File: config.mk
export PLATFORM = sky130hd
export DESIGN_NAME = frame_rx_filter
export DESIGN_NICKNAME = d
export VERILOG_FILES = /design/src/rtl/frame_rx_filter.sv
export SDC_FILE = /design/constraint.sdc
export NUM_CORES = 1
export LEC_CHECK = 0
export ABC_AREA = 1
export BUFFER_PORTS_ARGS = -buffer_cell sky130_fd_sc_hd__buf_2
export CAP_MARGIN = 15
export CORE_ASPECT_RATIO = 1.25
export CORE_MARGIN = 5
export CORE_UTILIZATION = 59
export CTS_CLUSTER_SIZE = 40
export DETAILED_ROUTE_END_ITERATION = 6
export PLACE_DENSITY = 0.83
export SLEW_MARGIN = 15
export SYNTH_ARGS = -nofsm -noshare
export SYNTH_HDL_FRONTEND = slang
export SYNTH_SLANG_ARGS = --single-unit
File: constraint.sdc
create_clock -name clk -period 4.4 [get_ports clk]
set_input_delay 0.44 -clock clk [delete_from_list [all_inputs] [get_ports clk]]
set_output_delay 0.44 -clock clk [all_outputs]
set_load 0.03 [all_outputs]
File: src/rtl/frame_rx_filter.sv
module frame_rx_filter #(
  parameter int MAX_LEN = 253,
  parameter logic [15:0] CRC_POLY = 16'hA001,
  localparam int IW = $clog2(MAX_LEN + 6)
) (
  input  logic          clk,
  input  logic          rst_n,
  input  logic          byte_vld,
  input  logic [7:0]    byte_data,
  input  logic          bus_idle,
  input  logic [7:0]    local_addr,
  input  logic [7:0]    mcast_a,
  input  logic [7:0]    mcast_b,
  input  logic          keep_broken,
  input  logic          user_crc,
  input  logic          buf_free,
  output logic          wr_en,
  output logic [IW-1:0] wr_idx,
  output logic [7:0]    wr_data,
  output logic          frame_good,
  output logic          frame_broken,
  output logic          frame_lost,
  output logic [IW-1:0] broken_idx
);

  function automatic logic [15:0] crc_step(input logic [15:0] c, input logic [7:0] b);
    logic [15:0] r;
    r = c ^ {8'h00, b};
    for (int i = 0; i < 8; i++)
      r = r[0] ? ((r >> 1) ^ CRC_POLY) : (r >> 1);
    return r;
  endfunction

  logic [IW-1:0] cnt;
  logic          skip, has_buf, pend_dst;
  logic [7:0]    src_q, dst_q, len_q;
  logic [15:0]   crc;

  wire [15:0]   crc_nx   = crc_step((cnt == '0) ? 16'hFFFF : crc, byte_data);
  wire          hit_a    = (mcast_a != 8'hFF) && (byte_data == mcast_a);
  wire          hit_b    = (mcast_b != 8'hFF) && (byte_data == mcast_b);
  wire          accept   = (local_addr == 8'hFF) ||
                           ((src_q != local_addr) &&
                            ((byte_data == 8'hFF) || hit_a || hit_b || (byte_data == local_addr)));
  wire [IW-1:0] last_idx = IW'(len_q) + IW'(4);
  wire          in_frame = !skip && (cnt >= IW'(2));
  wire          len_bad  = int'(byte_data) > MAX_LEN;
  wire          crc_ok   = user_crc || (crc_nx == 16'h0000);

  always_ff @(posedge clk or negedge rst_n) begin
    if (!rst_n) begin
      cnt <= '0; skip <= 1'b0; has_buf <= 1'b0; pend_dst <= 1'b0;
      src_q <= '0; dst_q <= '0; len_q <= '0; crc <= '0;
      wr_en <= 1'b0; wr_idx <= '0; wr_data <= '0;
      frame_good <= 1'b0; frame_broken <= 1'b0; frame_lost <= 1'b0; broken_idx <= '0;
    end else begin
      wr_en <= 1'b0;
      frame_good <= 1'b0;
      frame_broken <= 1'b0;
      frame_lost <= 1'b0;
      if (pend_dst) begin
        wr_en <= 1'b1;
        wr_idx <= IW'(1);
        wr_data <= dst_q;
        pend_dst <= 1'b0;
      end
      if (bus_idle) begin
        if (in_frame) begin
          frame_broken <= 1'b1;
          broken_idx <= keep_broken ? (cnt - IW'(1)) : '0;
          frame_lost <= keep_broken && !has_buf;
        end
        cnt <= '0;
        skip <= 1'b0;
      end else if (byte_vld && !skip) begin
        cnt <= cnt + IW'(1);
        crc <= crc_nx;
        if (cnt == '0) begin
          src_q <= byte_data;
        end else if (cnt == IW'(1)) begin
          dst_q <= byte_data;
          if (!accept) begin
            skip <= 1'b1;
          end else begin
            has_buf <= buf_free;
            if (buf_free) begin
              wr_en <= 1'b1;
              wr_idx <= '0;
              wr_data <= src_q;
              pend_dst <= 1'b1;
            end
          end
        end else if (cnt == IW'(2) && len_bad) begin
          skip <= 1'b1;
          frame_broken <= 1'b1;
          broken_idx <= keep_broken ? IW'(2) : '0;
          frame_lost <= keep_broken && !has_buf;
        end else begin
          if (cnt == IW'(2)) len_q <= byte_data;
          if (has_buf) begin
            wr_en <= 1'b1;
            wr_idx <= cnt;
            wr_data <= byte_data;
          end
          if (cnt >= IW'(3) && cnt == last_idx) begin
            skip <= 1'b1;
            if (crc_ok) begin
              frame_good <= has_buf;
              frame_lost <= !has_buf;
              broken_idx <= '0;
            end else begin
              frame_broken <= 1'b1;
              broken_idx <= keep_broken ? cnt : '0;
              frame_lost <= keep_broken && !has_buf;
            end
          end
        end
      end
    end
  end

endmodule

==> impl_metrics.csv <==
group,metric,value,unit
hold_path,hold_class,"in -> async",
logic_synthesis,yosysWarningCount,0,
sta,finalSetupViolCount,0,
logic_synthesis,yosysMostFrequentCell,"nand2_1",
sta,max_freq,0.2784,GHz
drt,drtAntennaViolNets,0,
logic_synthesis,synth_top_area_share,35.47,%
drt,via_per_inst,5.635,
logic_synthesis,synth_area_leaders,"dfrtp_1, nand2_1, inv_1",
logic_synthesis,synth_ff_type,"dfrtp_1",
sta,fin_ws,807.6,ps
placed_design,place_hpwl,11860,um
logic_synthesis,netlist_instances,811,
setup_path,crit_path_end_kind,"flip-flop",
drt,drt_wl_total,16090,um
setup_path,slowest_stage,"dfrtp_1",
grt,grt_pass1_vias,5422,
drt,drt_iter0_drc,343,
setup_path,cpPeakStageDelay,530,ps
sta,fin_worst_skew,7.704,ps
clocking,path_clk_slew,70,ps
logic_synthesis,syn_nets,857,
sta,maxSlewViolCount,0,
clocking,ctsHoldBuffers,0,
setup_path,crit_type,"reg -> reg",
setup_path,crit_required,4640,ps
run,max_cap_viol_count,0,
finish,num_antenna_cells,0,
floorplanning,die_area,11900,um2
clocking,cts.sinks,82,
sta,min_period_over_period,81.65,%
logic_synthesis,synth_common_cells,"nand2_1, inv_1, dfrtp_1",
sta,timing.setup.tns,0,ps
sta,tightest_slew,825.9,ps
grt,grt-ovfl-total,0,
grt,antenna_found_initial,0,
logic_synthesis,yosys.cell_types.count,46,
placed_design,placed_area,6097,um2
setup_path,critPathMaxFanout,18,
logic_synthesis,yosysSeqAreaShare,35.47,%
clocking,cts_setup_buffers,0,
sta,rsz0062_at_grt,"no",
clocking,cts_resized,0,
grt,grt_max_degree,83,
pwr,ir_drop,0.2793,mV
run_status,status,"finished clean",
floorplanning,rows,40,
floorplanning,die_w,98.57,um
floorplanning,initial_core_util,60.21,%
setup_path,critical_path.cell_chain,"inv_1 > ha_1 > nand2_4 > nor2_4 > nand2_4 > nand3_1 > nand2_1 > nand2_1 > nand2_1 > xor2_1 > xor2_1 > ha_1 > nand2_1 > nor3_1 > nand4_1 > nor2_2 > nand3_2 > nor2_2 > nand3_2 > nand2_1 > nand2_1 > nand2_1 > nand2_1",
pwr,p_total,0.003065,W
sta,layout_min_cycle_time,3592,ps
logic_synthesis,ys_seq_elements,82,
pwr,p_leak,3.260,nW
setup_path,cp-start-kind,"flip-flop",
floorplanning,placeableCoreArea,9609,um2
logic_synthesis,avgSynthCellArea,7.134,um2
floorplanning,num_io_pins,69,
clocking,cts_made_buffers,9,
finish,drive_above_1_share,15.28,%
floorplanning,die_h,120.7,um
clocking,clock_latency,350,ps
logic_synthesis,synth_top_cell_by_area,"dfrtp_1",
drt,drcViolationCount,0,
setup_path,crit_top_cell,"nand2_1",
clocking,cts.path.max_buffers,2,
sta,relSlewSlack,44.76,%
finish,stdcell_area,6412,um2
clocking,cts-root-buf,"clkbuf_16",
logic_synthesis,syn_area,5786,um2
logic_synthesis,async_reset_ff_share,100.0,%
finish,area_growth,10.83,%
pwr,p_per_area,478.0,nW/um2
placed_design,place_ws,815.5,ps
drt,drt_pass1_iterations,5,
placed_design,place_congestion,0.9850,
grt,grtUsageTotal,27.91,%
grt,grt_pass1_wl,26410,um
clocking,h-tree-depth,3,
clocking,cts_tree,"done",
setup_path,arrival,3840,ps
drt,wl_per_cell,16.25,um
drt,vias,5579,
sta,hold_violations,0,
finish,finalNetCount,905,
placed_design,io_buffers,68,
logic_synthesis,synth-edff-count,0,
layout make-up:
type,instances,area (um2)
Fill cell,866,3197
Multi-Input combinational cell,586,3113
Sequential cell,82,2052
Inverter,109,409.1
Timing Repair Buffer,71,369.1
Clock buffer,9,225.2
Tap cell,126,157.7
Clock inverter,7,86.33
state kept, by name, summed over array words and instances (netlist names):
signal / flops
crc: 16
broken_idx: 9
cnt: 9
wr_idx: 9
dst_q: 8
len_q: 8
src_q: 8
wr_data: 8
frame_broken: 1
frame_good: 1
frame_lost: 1
has_buf: 1
pend_dst: 1
skip: 1
wr_en: 1
path summary, 6_finish.rpt:
path | start | end | slack [ps] | cells after the start
worst min register to register | broken_idx[1] | broken_idx[1] | 480 | 2
max in group asynchronous | rst_n | crc[13] | 3760 | 1
worst min-delay path | rst_n | wr_idx[8] | 120 | 1
min in group clk | bus_idle | wr_idx[0] | 460 | 3
worst max register to register | cnt[0] | frame_broken | 810 | 23
worst max-delay path | cnt[0] | frame_broken | 810 | 23
routing by layer:
layer,vias up,GRT usage [%],wire [um]
li1,2715,-,-
met1,2556,32.79,6250
met2,242,47.34,7819
met3,66,5.251,1154
met4,0,16.23,865
met5,-,0,0
logic make-up after synthesis:
| logic type | count (synthesis) | synth area share [%] |
|---|---|---|
| mux | 8 | 1.384 |
| simple gates | 408 | 33.11 |
| xor+xnor | 36 | 5.450 |
| buf+inv | 143 | 10.73 |
| fa+ha+maj | 7 | 1.514 |
| compound gates | 127 | 12.35 |
| flops | 82 | 35.47 |
cells in the final DEF (no fill, tap or decap), types with 2 or more instances in the layout:
master / instances
o22ai_1: 4
ha_1: 7
nand3_2: 10
nor3_1: 22
a21oi_1: 28
a31oi_1: 3
xnor2_1: 6
a21boi_1: 8
o21ai_0: 57
clkbuf_16: 9
clkinv_4: 2
mux2i_1: 8
buf_4: 3
buf_2: 67
inv_2: 7
inv_8: 2
nor2_4: 3
dfrtp_1: 82
nand4_1: 22
a22oi_1: 2
o211ai_1: 4
nand2_4: 5
o21ai_1: 9
inv_1: 101
nand3_1: 56
xor2_1: 30
nor2_1: 60
nand3b_1: 3
nand2_1: 205
nand2_2: 4
or2_2: 6
nor2_2: 4
a211oi_1: 8
stage by stage:
stage	utilization [%]	cells	hold slack [ps]
finish	66.73	990	124.8
global route	66.73	990	195.7
global placement	63.45	974	457.7
CTS	66.69	990	318.3
detailed placement	63.45	974	457.6
floorplan	-	811	144.4
worst max-delay path, delay by kind of cell, from the launching register on:
kind / cells / cell delay [ps]
XOR/XNOR: 2 / 380
adder cells (fa/ha/maj): 2 / 480
buffers and inverters: 1 / 160
flip-flops: 1 / 530
AND/OR/NAND/NOR: 18 / 1930
power by group:
part	switching, W	internal (W)	total [W]
combinational	0.000784	0.000370	0.00115
clock	0.000349	0.000452	0.000801
sequential	0.000140	0.000969	0.00111
total	0.00127	0.00179	0.00306
Note: power is estimated with default switching activity, not from simulation.
